**src/rtl/pfx_cfg_pkg.sv**
```systemverilog
package pfx_cfg_pkg;
  localparam int WORD_W  = 8;
  localparam int LONG_W  = 6;
  localparam int SHORT_W = 5;
  localparam int DIAG_W  = 4;
  localparam int PRE_W   = 5;

  typedef enum logic [2:0] {T_NONE, T_BPF, T_GAIN, T_ITC, T_TEST, T_PRE} tgt_e;

  typedef struct packed {
    logic [LONG_W-1:0]  bpf;
    logic [LONG_W-1:0]  gain;
    logic [SHORT_W-1:0] itc;
    logic               chan;
    logic [DIAG_W-1:0]  diag;
    logic [PRE_W-1:0]   pre;
    logic               z;
  } cfg_t;

  function automatic cfg_t cfg_reset();
    cfg_t c;
    c   = '0;
    c.z = 1'b1;
    return c;
  endfunction

  // prefix code: 2-bit 00/10/01, 3-bit 110/111
  function automatic tgt_e decode_prefix(input logic [WORD_W-1:0] w);
    tgt_e t;
    casez (w[WORD_W-1 -: 3])
      3'b00?:  t = T_BPF;
      3'b10?:  t = T_GAIN;
      3'b01?:  t = T_PRE;
      3'b110:  t = T_ITC;
      3'b111:  t = T_TEST;
      default: t = T_NONE;
    endcase
    return t;
  endfunction

  function automatic cfg_t apply_word(input cfg_t c, input logic [WORD_W-1:0] w);
    cfg_t n;
    n = c;
    case (decode_prefix(w))
      T_BPF:  n.bpf  = w[LONG_W-1:0];
      T_GAIN: n.gain = w[LONG_W-1:0];
      T_ITC:  n.itc  = w[SHORT_W-1:0];
      T_TEST: begin
        n.chan = w[0];
        n.diag = w[DIAG_W:1];
      end
      T_PRE: begin
        n.pre = w[PRE_W:1];
        n.z   = w[0];
      end
      default: n = c;
    endcase
    return n;
  endfunction
endpackage

```
**src/rtl/pfx_cfg_sync.sv**
```systemverilog
module pfx_cfg_sync #(
  parameter int          W      = 4,
  parameter int          STAGES = 2,
  parameter logic [W-1:0] RST   = '0
) (
  input  logic         clk,
  input  logic         rst_n,
  input  logic [W-1:0] d,
  output logic [W-1:0] q
);
  logic [W-1:0] stg [STAGES];

  generate
    for (genvar i = 0; i < STAGES; i++) begin : g_stage
      if (i == 0) begin : g_first
        always_ff @(posedge clk or negedge rst_n)
          if (!rst_n) stg[0] <= RST;
          else        stg[0] <= d;
      end else begin : g_next
        always_ff @(posedge clk or negedge rst_n)
          if (!rst_n) stg[i] <= RST;
          else        stg[i] <= stg[i-1];
      end
    end
  endgenerate

  assign q = stg[STAGES-1];
endmodule

```
**src/rtl/pfx_cfg_shifter.sv**
```systemverilog
module pfx_cfg_shifter
  import pfx_cfg_pkg::*;
(
  input  logic              clk,
  input  logic              rst_n,
  input  logic              cs_n_s,
  input  logic              sck_s,
  input  logic              sdi_s,
  output logic [WORD_W-1:0] word,
  output logic              word_done
);
  localparam int CNT_W = $clog2(WORD_W + 2);
  localparam logic [CNT_W-1:0] CNT_FULL = CNT_W'(WORD_W);
  localparam logic [CNT_W-1:0] CNT_SAT  = CNT_W'(WORD_W + 1);

  logic             sck_q, cs_q;
  logic [CNT_W-1:0] count;
  logic             sck_fall, cs_rise;

  assign sck_fall  = sck_q & ~sck_s;
  assign cs_rise   = ~cs_q & cs_n_s;
  assign word_done = cs_rise && (count == CNT_FULL);

  always_ff @(posedge clk or negedge rst_n) begin
    if (!rst_n) begin
      sck_q <= 1'b0;
      cs_q  <= 1'b1;
    end else begin
      sck_q <= sck_s;
      cs_q  <= cs_n_s;
    end
  end

  always_ff @(posedge clk or negedge rst_n) begin
    if (!rst_n) begin
      count <= '0;
      word  <= '0;
    end else if (cs_n_s) begin
      count <= '0;
    end else if (sck_fall) begin
      word <= {word[WORD_W-2:0], sdi_s};
      if (count != CNT_SAT) count <= count + 1'b1;
    end
  end

  // bit count restarts whenever chip select is inactive
  p_clear_r1: assert property (@(posedge clk) disable iff (!rst_n)
    cs_n_s |=> count == '0);
  // each falling edge under select shifts the sampled bit in at the bottom
  p_shift_r1: assert property (@(posedge clk) disable iff (!rst_n)
    (sck_fall && !cs_n_s) |=> word[0] == $past(sdi_s));
endmodule

```
**src/rtl/pfx_cfg_regs.sv**
```systemverilog
module pfx_cfg_regs
  import pfx_cfg_pkg::*;
(
  input  logic              clk,
  input  logic              rst_n,
  input  logic [WORD_W-1:0] word,
  input  logic              word_done,
  input  logic              int_s,
  output cfg_t              cfg
);
  logic commit;
  assign commit = word_done & ~int_s;

  always_ff @(posedge clk or negedge rst_n)
    if (!rst_n)      cfg <= cfg_reset();
    else if (commit) cfg <= apply_word(cfg, word);

  p_keep_r2: assert property (@(posedge clk) disable iff (!rst_n)
    !commit |=> cfg == $past(cfg));
  p_bpf_r3: assert property (@(posedge clk) disable iff (!rst_n)
    (commit && word[7:6] == 2'b00) |=> cfg.bpf == $past(word[5:0]));
  p_gain_r4: assert property (@(posedge clk) disable iff (!rst_n)
    (commit && word[7:6] == 2'b10) |=> cfg.gain == $past(word[5:0]));
  p_itc_r5: assert property (@(posedge clk) disable iff (!rst_n)
    (commit && word[7:5] == 3'b110) |=> cfg.itc == $past(word[4:0]));
  p_test_r6: assert property (@(posedge clk) disable iff (!rst_n)
    (commit && word[7:5] == 3'b111) |=> {cfg.diag, cfg.chan} == $past(word[4:0]));
  p_pre_r8: assert property (@(posedge clk) disable iff (!rst_n)
    (commit && word[7:6] == 2'b01) |=> {cfg.pre, cfg.z} == $past(word[5:0]));
endmodule

```
**src/rtl/pfx_cfg_spi.sv**
```systemverilog
module pfx_cfg_spi
  import pfx_cfg_pkg::*;
(
  input  logic               clk,
  input  logic               rst_n,
  input  logic               cs_n,
  input  logic               sck,
  input  logic               sdi,
  input  logic               int_hold,
  input  logic               run_mode,
  output logic [LONG_W-1:0]  bpf_code,
  output logic [LONG_W-1:0]  gain_code,
  output logic [SHORT_W-1:0] itc_code,
  output logic               chan_sel,
  output logic [DIAG_W-1:0]  diag_mode,
  output logic [PRE_W-1:0]   presc,
  output logic               so_oe
);
  localparam int SYNC_STAGES = 2;

  logic [3:0]        pins_s;
  logic              cs_n_s, sck_s, sdi_s, int_s;
  logic [WORD_W-1:0] word;
  logic              word_done;
  cfg_t              cfg;

  pfx_cfg_sync #(.W(4), .STAGES(SYNC_STAGES), .RST(4'b1000)) u_sync (
    .clk(clk), .rst_n(rst_n),
    .d({cs_n, sck, sdi, int_hold}), .q(pins_s)
  );
  assign {cs_n_s, sck_s, sdi_s, int_s} = pins_s;

  pfx_cfg_shifter u_shift (
    .clk(clk), .rst_n(rst_n), .cs_n_s(cs_n_s), .sck_s(sck_s), .sdi_s(sdi_s),
    .word(word), .word_done(word_done)
  );

  pfx_cfg_regs u_regs (
    .clk(clk), .rst_n(rst_n), .word(word), .word_done(word_done),
    .int_s(int_s), .cfg(cfg)
  );

  assign bpf_code  = cfg.bpf;
  assign gain_code = cfg.gain;
  assign itc_code  = cfg.itc;
  assign chan_sel  = cfg.chan;
  assign presc     = cfg.pre;
  assign diag_mode = run_mode ? '0 : cfg.diag;
  assign so_oe     = ~cfg.z & ~cs_n_s;

  // driver never enabled while the bus is deselected
  p_oe_off_r9: assert property (@(posedge clk) disable iff (!rst_n)
    (cs_n_s && $past(cs_n_s)) |-> !so_oe);
  // a word seen while integrating leaves the codes as they were
  p_int_r2: assert property (@(posedge clk) disable iff (!rst_n)
    (word_done && int_s) |=> $stable({bpf_code, gain_code, itc_code, chan_sel, presc}));
endmodule

```
**config.mk**
```make
export PLATFORM = sky130hd
export DESIGN_NAME = pfx_cfg_spi
export DESIGN_NICKNAME = d
export VERILOG_FILES = /design/src/rtl/pfx_cfg_pkg.sv /design/src/rtl/pfx_cfg_sync.sv /design/src/rtl/pfx_cfg_shifter.sv /design/src/rtl/pfx_cfg_regs.sv /design/src/rtl/pfx_cfg_spi.sv
export SDC_FILE = /design/constraint.sdc
export NUM_CORES = 1
export LEC_CHECK = 0
export CORE_MARGIN = 1
export CORE_UTILIZATION = 55
export CTS_BUF_LIST = sky130_fd_sc_hd__clkbuf_4 sky130_fd_sc_hd__clkbuf_8
export DETAILED_ROUTE_END_ITERATION = 10
export HOLD_SLACK_MARGIN = 0.02
export PLACE_DENSITY_LB_ADDON = 0.2
export SYNTH_ARGS = -nofsm -noshare
export SYNTH_HDL_FRONTEND = slang
export SYNTH_SLANG_ARGS = --single-unit
```
**constraint.sdc**
```tcl
create_clock -name clk -period 4.9 [get_ports clk]
set_clock_uncertainty 0.1 [all_clocks]
set_input_delay 0.735 -clock clk [delete_from_list [all_inputs] [get_ports clk]]
set_output_delay 0.735 -clock clk [all_outputs]
set_load 0.03 [all_outputs]
```
==> summary.md <==
| Metric | Value |
|---|---|
| Status | finished clean |
| Post-CTS Setup Bufs | 0 |
| Crit Path Class | in -> out |
| Count leader, synth | dfrtp_1 |
| Top post-synthesis cells by count | dfrtp_1, mux2_2, buf_4, nor2b_1 |
| Layout cell share with drive strength beyond 1 | 32.7% |
| Ranking of synthesized cells by area | dfrtp_1, mux2_2, buf_4 |
| Register area | ~0.0013 mm² |
| Unique cell type count in the Yosys netlist | 24 |
| CTS tree | built |
| Fillers | around 280 |
| FF+latch count, synth | 50 |
| DR iter-0 viols | 40 |
| Top-area cell type share of the netlist area | 52.6% |
| Ys flop type | dfrtp_1 |
| Crit share post-route | around 58% |
| Synth warnings | 0 |
| Area after DPL | 0.00242 mm² |
| Startpoint class of the critical path | input port |
| Core area | 0.00374 mm² |
| # IOs | 35 |
| Number of diodes | 0 |
| Max Slew Vio Count | 0 |
| CP max-delay cell | clkdlybuf4s50_1 |
| Worst setup EP type | output pin |
| Total GRT Usage | 18.1% |
| Dominant cell type by area after synthesis | dfrtp_1 |
| Placed Cells | 211 |
| Grt ovf | 0 |
| Vias in the first global route | 1229 |
| Die area | between 0.004 and 0.005 mm² |
| Area Growth Syn to Fin | 15.7% |
| WP data arrival | 2.01 ns |
| CP Max Fanout | 4 |
| Worst-path clk slew | 0.08 ns |
| RSZ-0062 raised after global routing | no |
| Maximum VDD drop | 0.000185 V |
| Initial Util | 58.5% |
| CP peak stage delay | 0.68 ns |
| Routed WL | 3.27 mm |
| Critical Path, Cell by Cell | clkdlybuf4s50_1 -> nor2b_1 -> clkdlybuf4s50_1 |
| Die height | 65.1 µm |
| Num CTS Buffers | 5 |
| Max_slew headroom | 30.3% |
| Ys async rst share | 100% |
| Tmin final | 2.85 ns |
| Most frequent CP cell | clkdlybuf4s50_1 |
| Max Clk Rate | 0.351 GHz |
| Syn Inst Count | 151 |
| Sum Neg Setup Slack | 0 ns |
| Pleak | 1.20 nW |
| Fin. Hold Viols | 0 |
| Post-synthesis sequential area ratio | 57.4% |
| Final instance area | 0.00253 mm² |
| Tot Pwr | 0.870 mW |
| Syn nets | between 150 and 200 |
| Root Buffer | clkbuf_8 |
| Wire length per cell | 14.9 µm |
| Slew @ Worst Pin | 1.04 ns |
| Global-route wire length before repair | around 5.7 mm |
| Routed Antenna Nets | 0 |
| Drt first pass iters | 4 |
| DR DRC count | 0 |
| Htree depth | 2 |
| Routed via count | ~1200 |
| Clk_lat worst skew | 0.30 ns |
| Area of the multi-input gates | 749 µm² |
| PortBufs | 34 |
| Clock Path Buffers | 2 |
| CTS resizes | 0 |
| Netlist Area Pre-Place | 0.00219 mm² |
| Num rows | 22 |
| Initial antenna violation count | 0 |
| Nets | 182 |
| Worst hold path class | reg -> reg |
| Vias per cell | 5.33 |
| Largest net degree at the start of global routing | 51 |
| Clock sinks | 50 |
| Routability cong. | 0.778 |
| Max Cap Viol | 0 |
| Die X | between 60 and 70 µm |
| Hpwl dp | 2.37 mm |
| Power density of the placed cells | ~340 mW/mm² |
| Non-Filler Instances | 219 |
| Worst EP required | just over 4 ns |
| EDFF count, synth | 0 |
| Mean Syn Cell Area | 14.5 µm² |
| Final setup vio count | 0 |
| CTS Hold Bufs | 0 |
kinds of logic after synthesis:
group | count (synthesis) | share of synthesized area, %
AO/OA/AOI/OAI | 8 | 1.83
adder cells (fa/ha/maj) | 5 | 2.86
buffers and inverters | 27 | 8.40
flip-flops | 50 | 57.4
multiplexers | 36 | 18.5
AND/OR/NAND/NOR | 25 | 11.1
report_power, final:
| part | internal (mW) | switching (mW) |
|---|---|---|
| clock | 0.158 | 0.128 |
| sequential | 0.444 | 0.0484 |
| combinational | 0.0445 | 0.0479 |
| total | 0.646 | 0.224 |
cell type report:
cell class,count,share of cell area (%)
clock buffer,6,3.01
clock inverter,2,1.48
inverter,5,0.741
multi-input combinational,74,29.6
sequential,50,49.6
tap,48,2.37
timing repair buffer,34,13.2
cells in the final DEF (no fill, tap or decap), drive strengths merged, types with 2 or more instances in the layout:
cell           instances
nand4b                 2
mux2                  35
nor2                   3
clkdlybuf4s50         33
nor2b                  6
nand3                  4
nand4                  2
a21oi                  4
inv                    5
o21ai                  4
dfrtp                 46
ha                     5
dfstp                  4
clkbuf                 6
sequential cells by signal, summed over array words and instances, names as in the netlist:
register,cells
u_shift.sck_q,1
u_sync.q,4
u_shift.cs_q,1
u_shift.count,4
u_shift.word,8
u_regs.cfg,28
u_sync.stg,4
final timing paths:
| check | from | end | slack, ns | cells after the start |
|---|---|---|---|---|
| max | run_mode | diag_mode[2] | 2.05 | 3 |
| min | u_sync.stg[4] | u_sync.q[0] | 0.25 | 0 |
| max reg2reg | u_shift.word[6] | u_regs.cfg[20] | 3.13 | 5 |
| min reg2reg | u_sync.stg[4] | u_sync.q[0] | 0.25 | 0 |
| max in group asynchronous | rst_n | u_regs.cfg[26] | 3.54 | 1 |
| min in group asynchronous | rst_n | u_shift.count[2] | 0.51 | 1 |
worst max-delay path, delay by kind of cell:
family | cells | cell delay [ns]
simple gates | 1 | 0.14
buf+inv | 2 | 1.14
layer usage:
layer | GRT usage, % | part of all wire (%)
met5 | 0 | 0
met4 | 7.88 | 1.9
met3 | 4.34 | 3.6
met2 | 29.4 | 49
met1 | 23.1 | 45
stage by stage:
stage,hold WS (ns),setup WS (ns),util (%)
2_1_floorplan,0.231,2.90,-
3_3_place_gp,0.234,2.09,64.6
3_5_place_dp,0.236,2.04,64.6
4_1_cts,0.255,2.04,67.7
5_1_grt,0.260,2.00,67.7
6_report,0.253,2.05,67.7
Note: power is estimated with default switching activity, not from simulation.
